File: src/rtl/xcb_pkg.sv
package xcb_pkg;
  typedef enum logic [2:0] {
    S_IDLE = 3'd0,
    S_ADDR = 3'd1,
    S_HOLD = 3'd2,
    S_TURN = 3'd3,
    S_READ = 3'd4,
    S_INT  = 3'd5
  } xcb_state_t;
endpackage

File: src/rtl/xcb_seq.sv
module xcb_seq
  import xcb_pkg::*;
#(
  parameter int ALE_CYC = 1,
  parameter int RD_CYC  = 2
) (
  input  logic       clk,
  input  logic       rst_n,
  input  logic       req,
  input  logic       go_int,
  output xcb_state_t state,
  output logic       accept,
  output logic       done
);
  localparam int MAXC = (ALE_CYC > RD_CYC) ? ALE_CYC : RD_CYC;
  localparam int CW   = $clog2(MAXC + 1);
  localparam logic [CW-1:0] ALE_LD = CW'(ALE_CYC - 1);
  localparam logic [CW-1:0] RD_LD  = CW'(RD_CYC - 1);

  xcb_state_t      st_q, st_d;
  logic [CW-1:0]   cnt_q, cnt_d;
  logic            cnt_en;

  always_comb begin
    st_d   = st_q;
    cnt_d  = cnt_q;
    cnt_en = 1'b0;
    accept = 1'b0;
    done   = 1'b0;
    case (st_q)
      S_IDLE: begin
        if (req) begin
          accept = 1'b1;
          if (go_int) begin
            st_d = S_INT;
          end else begin
            st_d   = S_ADDR;
            cnt_d  = ALE_LD;
            cnt_en = 1'b1;
          end
        end
      end
      S_ADDR: begin
        if (cnt_q == '0) begin
          st_d = S_HOLD;
        end else begin
          cnt_d  = cnt_q - 1'b1;
          cnt_en = 1'b1;
        end
      end
      S_HOLD: st_d = S_TURN;
      S_TURN: begin
        st_d   = S_READ;
        cnt_d  = RD_LD;
        cnt_en = 1'b1;
      end
      S_READ: begin
        if (cnt_q == '0) begin
          st_d = S_IDLE;
          done = 1'b1;
        end else begin
          cnt_d  = cnt_q - 1'b1;
          cnt_en = 1'b1;
        end
      end
      S_INT:   st_d = S_IDLE;
      default: st_d = S_IDLE;
    endcase
  end

  always_ff @(posedge clk or negedge rst_n) begin
    if (!rst_n) begin
      st_q  <= S_IDLE;
      cnt_q <= '0;
    end else begin
      st_q <= st_d;
      if (cnt_en) cnt_q <= cnt_d;
    end
  end

  assign state = st_q;
endmodule

File: src/rtl/xcb_dpath.sv
module xcb_dpath
  import xcb_pkg::*;
#(
  parameter int LO_W = 8,
  parameter int HI_W = 8
) (
  input  logic                 clk,
  input  logic                 rst_n,
  input  xcb_state_t           state,
  input  logic                 accept,
  input  logic                 done,
  input  logic [LO_W+HI_W-1:0] addr_in,
  input  logic [LO_W-1:0]      ad_in,
  output logic                 rsp_valid,
  output logic [LO_W-1:0]      rsp_data,
  output logic                 int_sel,
  output logic                 ale,
  output logic [LO_W-1:0]      ad_out,
  output logic                 ad_oe,
  output logic [HI_W-1:0]      hi_addr,
  output logic                 psen_n
);
  localparam int AW = LO_W + HI_W;

  logic [AW-1:0]   addr_q;
  logic [LO_W-1:0] data_q;
  logic            vld_q;

  always_ff @(posedge clk or negedge rst_n) begin
    if (!rst_n) begin
      addr_q <= '0;
      data_q <= '0;
      vld_q  <= 1'b0;
    end else begin
      if (accept) addr_q <= addr_in;
      if (done)   data_q <= ad_in;
      vld_q <= done;
    end
  end

  always_comb begin
    ale     = (state == S_ADDR);
    ad_oe   = (state == S_ADDR) || (state == S_HOLD);
    ad_out  = ad_oe ? addr_q[LO_W-1:0] : '0;
    psen_n  = (state != S_READ);
    int_sel = (state == S_INT);
    hi_addr = addr_q[AW-1:LO_W];
  end

  assign rsp_valid = vld_q;
  assign rsp_data  = data_q;
endmodule

File: src/rtl/xcode_bus.sv
module xcode_bus
  import xcb_pkg::*;
#(
  parameter int LO_W     = 8,
  parameter int HI_W     = 8,
  parameter int INT_SIZE = 4096,
  parameter int ALE_CYC  = 1,
  parameter int RD_CYC   = 2
) (
  input  logic                 clk,
  input  logic                 rst_n,
  input  logic                 fetch_req,
  input  logic [LO_W+HI_W-1:0] fetch_addr,
  output logic                 fetch_rdy,
  input  logic                 ext_access_n,
  output logic                 rsp_valid,
  output logic [LO_W-1:0]      rsp_data,
  output logic                 int_sel,
  output logic                 ale,
  output logic [LO_W-1:0]      ad_out,
  output logic                 ad_oe,
  input  logic [LO_W-1:0]      ad_in,
  output logic [HI_W-1:0]      hi_addr,
  output logic                 psen_n
);
  localparam int AW = LO_W + HI_W;
  localparam logic [AW:0] INT_LIM = (AW+1)'(INT_SIZE);

  xcb_state_t state;
  logic       accept, done, go_int;

  assign go_int    = ext_access_n && ({1'b0, fetch_addr} < INT_LIM);
  assign fetch_rdy = (state == S_IDLE);

  xcb_seq #(.ALE_CYC(ALE_CYC), .RD_CYC(RD_CYC)) u_seq (
    .clk    (clk),
    .rst_n  (rst_n),
    .req    (fetch_req),
    .go_int (go_int),
    .state  (state),
    .accept (accept),
    .done   (done)
  );

  xcb_dpath #(.LO_W(LO_W), .HI_W(HI_W)) u_dp (
    .clk       (clk),
    .rst_n     (rst_n),
    .state     (state),
    .accept    (accept),
    .done      (done),
    .addr_in   (fetch_addr),
    .ad_in     (ad_in),
    .rsp_valid (rsp_valid),
    .rsp_data  (rsp_data),
    .int_sel   (int_sel),
    .ale       (ale),
    .ad_out    (ad_out),
    .ad_oe     (ad_oe),
    .hi_addr   (hi_addr),
    .psen_n    (psen_n)
  );
endmodule

File: config.mk
export PLATFORM = sky130hd
export DESIGN_NAME = xcode_bus
export DESIGN_NICKNAME = d
export VERILOG_FILES = /design/src/rtl/xcb_pkg.sv /design/src/rtl/xcb_seq.sv /design/src/rtl/xcb_dpath.sv /design/src/rtl/xcode_bus.sv
export SDC_FILE = /design/constraint.sdc
export NUM_CORES = 1
export LEC_CHECK = 0
export ABC_AREA = 1
export BUFFER_PORTS_ARGS = -buffer_cell sky130_fd_sc_hd__buf_2
export CAP_MARGIN = 20
export CORE_ASPECT_RATIO = 1.4
export CORE_UTILIZATION = 43
export DETAILED_ROUTE_END_ITERATION = 6
export GPL_TIMING_DRIVEN = 0
export PLACE_DENSITY = 0.73
export SLEW_MARGIN = 15
export SYNTH_ARGS = -nofsm -noshare
export SYNTH_HDL_FRONTEND = slang
export SYNTH_SLANG_ARGS = --single-unit
File: constraint.sdc
create_clock -name clk -period 1.2 [get_ports clk]
set_input_delay 0.12 -clock clk [delete_from_list [all_inputs] [get_ports clk]]
set_output_delay 0.12 -clock clk [all_outputs]
set_load 0.05 [all_outputs]
### Word level (Yosys, flattened, before mapping)

Index checks and enable logic that the tools add are counted.

* input bits: 28
* register bits after elaboration: 30
* logic and storage cells: 44

* equality and inequality tests: 11
* $lt $le $gt $ge: 1
* reduce and logical (&&, ||, !) cells: 8
* mux-type cells: 18
* $add $sub $neg: 1

Operator list (count)
* 16-bit by 13-bit less-than comparator with 1-bit output, second input constant: 1
* 3-bit one-hot mux with 5 select lines: 1
* 3-bit two-way mux: 4
* 8-bit two-way mux: 1
* 1-bit two-way mux: 7
* 3-bit by 2-bit equality test with 1-bit output, second input constant: 2
* 3-bit equality test, second input constant: 2
* 2-bit two-way mux: 3
* 2-bit != test, second input constant: 3
* 2-bit one-hot mux with 3 select lines: 1
* 5-bit AND reduction: 1
* 2-bit by 1-bit != test with 1-bit output, second input constant: 2
* 3-bit by 1-bit equality test with 1-bit output, second input constant: 1
* 3-bit logical NOT: 1
* 3-bit != test, second input constant: 1
* 1-bit one-hot mux with 3 select lines: 1
* 3-bit AND reduction: 1
* 3-bit nonzero test: 1
* 2-bit logical NOT: 1
* 2-bit OR reduction: 1
* 2-bit by 1-bit subtractor with 2-bit output, second input constant: 1
* 1-bit logical AND: 1
* 1-bit logical OR: 1

### Depth between registers and ports, before layout

Gate-level depths: netlist (run 1).

* word-level depth: 6
* gate-level depth with buffers: 8
* depth with buffers taken out: 7

### By module

A second synthesis (run 1) with hierarchy kept.

* cells, all modules: 183
* area, all modules: 1495.2 sq um

By module, submodules not included
* xcb_dpath: cells each 128, times used 1, area an instance 1094.8 sq um
* xcb_seq: cells each 48, times used 1, area an instance 372.9 sq um
* xcode_bus: cells each 7, times used 1, area an instance 27.5 sq um

### Least setup slack after synthesis (run 1)

No wires, ideal clock.

* path kind: reg-to-output
* start point: register u_seq.st_q[2], in the netlist u_seq.state[2]
* end point: output ad_out[0]
* required time: 1.080 ns
* path buffers: 1
* arrival: 1.388 ns
* path slack: -0.308 ns
* cell stages (with the launch flop): 5
* cell sequence: dfrtp_1 -> buf_6 -> inv_4 -> nand3_2 -> nor2_1

* word-level cells in the longest chain between the ends: 3
* elaborated cells on any way between the ends: 4

Ends and longest elaborated chain
* start: declaration: RTL line xcb_seq.sv:20 `xcb_state_t st_q, st_d;`
* start signal: assignment: RTL line xcb_seq.sv:76 `st_q <= st_d;`
* 3-bit by 1-bit equality test with 1-bit output / 3-bit by 2-bit equality test with 1-bit output (equally long branches): RTL line xcb_dpath.sv:43 `ad_oe = (state == S_ADDR) || (state == S_HOLD);`
* 1-bit logical OR *: RTL line xcb_dpath.sv:43
* 8-bit two-way mux *: RTL line xcb_dpath.sv:44 `ad_out = ad_oe ? addr_q[LO_W-1:0] : '0;`
* end: declaration: RTL line xcode_bus.sv:20 `output logic [LO_W-1:0] ad_out,`

Every way passes the cells marked *; elsewhere a longest branch is shown, timed or not.

### Worst setup path after layout (run 1)

* start point: register u_seq.st_q[0], in the netlist u_seq.state[0]
* end point: output ad_out[0]

Same word-level chain as after synthesis.

==> flow_metrics.env, run 1 <==
export IMPL_die_width_um=51.4
export IMPL_yosysSeqAreaShare_pct=51.1
export IMPL_synth_warnings=0
export IMPL_final_setup_viol_count=43
export IMPL_area_growth_pct=57.7
export IMPL_hold_viol_final=0
export IMPL_drtIter0Drc=8
export IMPL_synth_area_um2=1470
export IMPL_clock_sinks=30
export IMPL_finalCriticalPeriod_ns=1.49
export IMPL_rows=24
export IMPL_die_area_um2=3660
export IMPL_critPathMaxFanout=5
export IMPL_cts_buffers=5
export IMPL_arrival_ns=1.37
export IMPL_violations="setup timing"
export IMPL_cpMaxStageDelayCell="dfrtp_2"
export IMPL_core_region_area_um2=3180
export IMPL_vias=1362
export IMPL_period_share_pct=124
export IMPL_netlist_top_cells_count="67 x nand2_1, 30 x dfrtp_1, 17 x nor2_1"
export IMPL_hold_class="in2reg"
export IMPL_yosys_area_top_type="dfrtp_1"
export IMPL_cp_required_ns=1.08
export IMPL_clk_path_buf_depth=2
export IMPL_dieHeight_um=71.2
export IMPL_relSlewSlack_pct=56.2
export IMPL_max_stage_delay_ns=0.41
export IMPL_end_kind="primary output"
export IMPL_drv_cap=0
export IMPL_syn_inst=173
export IMPL_final_setup_skew_ns=0.00426
export IMPL_initial_utilization_pct=46.2
export IMPL_clk_pin_slew_ns=0.06
export IMPL_synth_cell_types=20
export IMPL_io_buffers=57
export IMPL_crit_chain="inv_2 > nand2_4 > nand3_4 > buf_12 > nor2_4 > buf_6"
export IMPL_yosysMostFrequentCell="nand2_1"
export IMPL_clock_root_buffer="clkbuf_8"
export IMPL_ant_nets=0
export IMPL_drive_gt1_share_pct=50.4
export IMPL_synthArstFlopShare_pct=100
export IMPL_rsz0062_at_grt="true"
export IMPL_antenna_found_initial=0
export IMPL_routed_wl_um=3640
export IMPL_syn_area_per_cell_um2=8.50
export IMPL_antennaDiodeCount=0
export IMPL_startpoint_type="register"
export IMPL_report_final_slew_viol_count=0
export IMPL_wl_per_cell_um=12.4
export IMPL_grt_max_degree=31
export IMPL_max_freq_mhz=673
export IMPL_synth_top_area_share_pct=51.1
export IMPL_nets=282
export IMPL_first_global_vias=1300
export IMPL_cts_tree="done"
export IMPL_worstSkewPairLatency_ns=0.27
export IMPL_io_pins=58
export IMPL_synth_edf_count=0
export IMPL_cts_htree_levels=2
export IMPL_drt_vias_per_instance=4.65
export IMPL_yosys_top_cells_area="dfrtp_1 51%, nand2_1 17%, nor2_1 4.3%, buf_4 4.1%, inv_1 4.1%"
export IMPL_grt_overflow_total=0
export IMPL_place_detailed_hpwl_um=2310
export IMPL_tightest_slew_ns=0.657
export IMPL_status="finished, violations left"
export IMPL_synth_flop_cell="dfrtp_1"
export IMPL_drc=0
export IMPL_syn_num_nets=202
export IMPL_final_util_pct=72.8
export IMPL_setup_slack_ns=-0.287
export IMPL_ys_seq_elements=30
export IMPL_grt_pass1_wl_um=5690
export IMPL_gp_congestion=0.839
export IMPL_critical_path_class="reg2out"
export IMPL_dr_pass1_iters=4
export IMPL_grt_use_total_pct=21.4
## worst paths after layout
check                                            startpoint  depth (start not counted)                            to  slack, ns
min in group asynchronous                             rst_n                          2  u_dp.rsp_data[3]$_DFFE_PN0P_       0.42
worst max register to register   u_seq.state[0]$_DFFE_PN0P_                          6    u_dp.addr_q[3]$_DFFE_PN0P_      -0.28
max in group asynchronous                             rst_n                          2    u_seq.state[0]$_DFFE_PN0P_       0.32
worst max-delay path             u_seq.state[0]$_DFFE_PN0P_                          6                     ad_out[0]      -0.29
worst min register to register  u_dp.addr_q[10]$_DFFE_PN0P_                          2   u_dp.addr_q[10]$_DFFE_PN0P_       0.47
worst min-delay path                               ad_in[0]                          3  u_dp.rsp_data[0]$_DFFE_PN0P_       0.04
## kinds of logic (layout without fill, tap and decap cells)
| kind of cell | count (synthesis) | after routing | synth area share (%) |
|---|---|---|---|
| AO/OA/AOI/OAI | 11 | 11 | 4.77 |
| buffers and inverters | 31 | 111 | 12.2 |
| adder cells (fa/ha/maj) | 1 | 1 | 0.851 |
| AND/OR/NAND/NOR | 100 | 101 | 31.1 |
| flip-flops | 30 | 30 | 51.1 |
## final cells by class
class / count / area, µm²
Clock inverter: 1 / 5.00
Timing Repair inverter: 1 / 7.51
Multi-Input combinational cell: 113 / 664
Tap cell: 39 / 48.8
Sequential cell: 30 / 753
Buffer: 11 / 101
Inverter: 20 / 95.1
Timing Repair Buffer: 71 / 557
Clock buffer: 7 / 86.3
Fill cell: 232 / 865
## state kept, by name, indices dropped and copies added (netlist names)
signal          cells
u_seq.state         3
u_dp.rsp_data       8
u_seq.cnt_q         2
u_dp.rsp_valid      1
u_dp.addr_q        16
## critical path, delay by kind of cell (launching register included)
| family | cells | cell delay (ns) |
|---|---|---|
| flip-flops | 1 | 0.41 |
| buffers and inverters | 3 | 0.39 |
| AND/OR/NAND/NOR | 3 | 0.28 |
## per-stage QoR
step | instances | worst slack, ns | hold slack, ns | cell area (µm²) | setup TNS (ns)
2_1_floorplan | 173 | -0.0837 | -0.176 | 1570 | -0.699
4_1_cts | 291 | -0.286 | 0.0301 | 2250 | -8.03
3_3_place_gp | 269 | -0.185 | 0.185 | 1910 | -3.18
6_report | 293 | -0.287 | 0.0399 | 2320 | -9.42
3_5_place_dp | 269 | -0.226 | 0.190 | 1910 | -3.87
5_1_grt | 293 | -0.332 | 0.0287 | 2320 | -11.94
## what timing repair did
item,in CTS,in global routing
endpoints found under the setup margin,41,43
resized for setup,36,6
pin swaps,8,3
hold buffers,1,0
buffers inserted,10,0
hold endpoints to repair,30,0
gates cloned,3,2
## cells in the final DEF (no fill, tap or decap), types with 2 or more instances in the layout
cell	instances
nor2_4	11
nand3_4	2
buf_4	14
clkbuf_16	2
nand4_1	2
inv_4	2
nand2_1	65
o21ai_2	4
nand3_2	3
nand2_2	5
nand2_4	3
clkinvlp_4	3
o21ai_1	5
buf_6	16
inv_2	2
buf_2	44
inv_1	13
nor2_1	7
dfrtp_1	28
clkbuf_8	6
buf_8	3
dfrtp_2	2
o21ai_0	2
## metal layers
layer / vias to the layer above / global-route usage [%] / share of wire (%)
met2: 31 / 39.1 / 60
li1: 681 / - / -
met5: - / 0 / 0
met4: 0 / 8.71 / 0.99
met3: 4 / 5.16 / 3.3
met1: 646 / 22.8 / 36
Power of run 1 is left out: the tool's default activity adds up to more than one toggle a clock period on the data nets, which glitch-free logic cannot reach.
==> run 2: changes to the inputs <==
Settings changed: CORE_UTILIZATION 43 to 48, PLACE_DENSITY 0.73 to 0.77, SYNTH_HIERARCHICAL from default to 1.
Clock period 1.2 ns to 1.6 ns, I/O delays scaled along.
==> run 2 against run 1 <==
  * The flow now finishes without violations
  * Non-clock buffer count fell by 8
  * Sequential cell count did not move
  * First-iteration DRC count rose to 5.1 times the previous value
  * Clock skew about the same
  * Wire length shrank 9.5%
  * Worst hold slack improved by 0.041 ns
  * Critical path depth did not move
  * Synthesized cell count increased by 5.8%
  * Die area decreased by 8.6%
  * Via count decreased by 0.88%
  * Final area down 9.6%
  * Synthesized area grew 1.7%
  * Critical endpoint is now ad_out[2]
  * Largest cell class unchanged
==> flow_metrics.env, run 2 <==
export IMPL_syn_inst=183
export IMPL_status="completed"
export IMPL_die_width_um=49.2
export IMPL_grt_use_total_pct=19.7
export IMPL_hold_class="in2reg"
export IMPL_antennaDiodeCount=0
export IMPL_drive_gt1_share_pct=46.1
export IMPL_reg2reg_to="u_dp/addr_q[12]$_DFFE_PN0P_"
export IMPL_synthArstFlopShare_pct=100
export IMPL_synth_warnings=6
export IMPL_fillers=221
export IMPL_drv_cap=0
export IMPL_dieHeight_um=68.0
export IMPL_drc=0
export IMPL_synth_top_area_share_pct=50.2
export IMPL_period_share_pct=95.9
export IMPL_wl_per_cell_um=11.3
export IMPL_initial_utilization_pct=51.4
export IMPL_layout_commonest_cell="buf_2"
export IMPL_syn_num_nets=212
export IMPL_cts_tree="done"
export IMPL_dp_cells=277
export IMPL_r2r_setup_slack_ns=0.17
export IMPL_core_region_area_um2=2910
export IMPL_instances_no_fill=291
export IMPL_worstSkewPairLatency_ns=0.28
export IMPL_grt_max_degree=31
export IMPL_final_setup_viol_count=0
export IMPL_routed_wl_um=3300
export IMPL_reg2reg_from="u_seq/state[2]$_DFFE_PN0P_"
export IMPL_dr_pass1_iters=4
export IMPL_holdWs_ns=0.0805
export IMPL_arrival_ns=1.37
export IMPL_max_freq_mhz=652
export IMPL_relSlewSlack_pct=57.1
export IMPL_area_growth_pct=40.2
export IMPL_drt_vias_per_instance=4.64
export IMPL_largest_reg_flops=16
export IMPL_vias=1350
export IMPL_critical_path_class="reg2out"
export IMPL_cp_required_ns=1.44
export IMPL_critPathMaxFanout=7
export IMPL_worstHoldStart="ad_in[6]"
export IMPL_r2r_cells=5
export IMPL_drtIter0Drc=41
export IMPL_final_setup_skew_ns=0.00398
export IMPL_grt_overflow_total=0
export IMPL_max_flop_register="u_dp/addr_q"
export IMPL_clock_sinks=30
export IMPL_crit_chain="inv_2 > nand2_2 > nand2_4 > nand2_4 > nor2_2 > buf_6"
export IMPL_report_final_slew_viol_count=0
export IMPL_cpMaxStageDelayCell="dfrtp_2"
export IMPL_ant_nets=0
export IMPL_yosysSeqAreaShare_pct=50.2
export IMPL_cts_buffers=5
export IMPL_clock_root_buffer="clkbuf_8"
export IMPL_syn_area_per_cell_um2=8.17
export IMPL_ys_seq_elements=30
export IMPL_place_detailed_hpwl_um=2230
export IMPL_tightest_slew_ns=0.644
export IMPL_die_area_um2=3350
export IMPL_yosysMostFrequentCell="nand2_1"
export IMPL_gp_congestion=0.812
export IMPL_synth_edf_count=0
export IMPL_rows=23
export IMPL_synth_flop_cell="dfrtp_1"
export IMPL_nets=282
export IMPL_clk_path_buf_depth=2
export IMPL_clk_pin_slew_ns=0.06
export IMPL_synth_area_um2=1500
export IMPL_antenna_found_initial=0
export IMPL_final_cell_mix="48 x buf_2, 35 x nand2_1, 33 x inv_1, 28 x dfrtp_1, 24 x o21ai_0"
export IMPL_io_buffers=57
export IMPL_grt_pass1_wl_um=4770
export IMPL_end_kind="primary output"
export IMPL_netlist_top_cells_count="37 x nand2_1, 36 x inv_1, 30 x dfrtp_1"
export IMPL_cpMostUsedCell="nand2_4"
export IMPL_hold_viol_final=0
export IMPL_yosys_area_top_type="dfrtp_1"
export IMPL_hold_depth=3
export IMPL_finalCriticalPeriod_ns=1.53
export IMPL_yosys_top_cells_area="dfrtp_1 50%, nand2_1 9.3%, inv_1 9.0%, o21ai_0 8.0%, buf_4 5.0%"
export IMPL_first_global_vias=1148
export IMPL_cts_htree_levels=2
export IMPL_startpoint_type="register"
export IMPL_synth_cell_types=20
export IMPL_io_pins=58
export IMPL_max_stage_delay_ns=0.47
export IMPL_whs_endpoint="u_dp/rsp_data[6]$_DFFE_PN0P_"
## run 2: cell types whose count changed after synthesis, moves of 3 or more
cell / delta
nand3_1: +7
nand3_2: -3
o21ai_0: +20
inv_1: +20
nand2_1: -30
o21ai_2: -3
## run 2: routing by layer
layer	up-vias	track usage [%]	wire, µm
met2	45	35.4	1730
li1	685	-	-
met4	0	8.82	51
met1	614	21.4	1330
met5	-	0	0
met3	6	6.00	189
## run 2: critical path, delay by kind of cell (launching register included)
kind          cells  cell delay [ns]
simple gates      4             0.38
buf+inv           2             0.25
flops             1             0.47
## run 2: cell type report
type	instances	area, µm²	area share (%)
flip-flops and latches	30	753	35.9
well taps	37	46.3	2.21
plain buffers	12	91.3	4.36
repair buffers	62	382	18.2
inverters	39	146	6.99
clock inverters	3	40.0	1.91
clock buffers	5	68.8	3.28
multi-input cells	103	568	27.1
## run 2: how the worst max path moves through the flow
stage	start	end	slack [ns]	depth (start not counted)
floorplan	u_seq/state[1]$_DFFE_PN0P_	ad_out[0]	-0.005	5
finish	u_seq/state[0]$_DFFE_PN0P_	ad_out[2]	0.07	6
detailed placement	u_seq/state[1]$_DFFE_PN0P_	u_dp/rsp_data[7]$_DFFE_PN0P_	0.009	6
global placement	u_seq/state[1]$_DFFE_PN0P_	u_dp/rsp_data[6]$_DFFE_PN0P_	-0.003	5
global route	u_seq/state[1]$_DFFE_PN0P_	ad_out[5]	-0.002	6
CTS	u_seq/state[0]$_DFFE_PN0P_	ad_out[7]	-0.003	6
## run 2: timing repair
| action | CTS | global route |
|---|---|---|
| pin swaps | 0 | 1 |
| gates resized for setup | 14 | 25 |
| hold buffers | 1 | 0 |
| endpoints found under the setup margin | 13 | 27 |
| endpoints found under the hold margin | 30 | 0 |
| gates cloned | 0 | 1 |
| setup buffers | 1 | 3 |
## run 2: logic make-up (layout without fill, tap and decap cells)
family | after synthesis | in the layout | synth area share (%)
AND/OR/NAND/NOR | 73 | 74 | 23.0
buffers and inverters | 51 | 121 | 15.9
flip-flops | 30 | 30 | 50.2
AO/OA/AOI/OAI | 28 | 28 | 10.0
adder cells (fa/ha/maj) | 1 | 1 | 0.837
## run 2: per-stage QoR
step                worst slack [ns]  area, µm²  util, %  TNS [ns]
global placement            -0.00325       1830     63.0  -0.00325
floorplan                   -0.00488       1500        -   -0.0391
CTS                         -0.00251       1990     68.6  -0.00251
detailed placement           0.00946       1830     63.0         0
finish                        0.0653       2100     72.1         0
global route                -0.00249       2100     72.1  -0.00249
Power of run 2 is left out for the same reason.
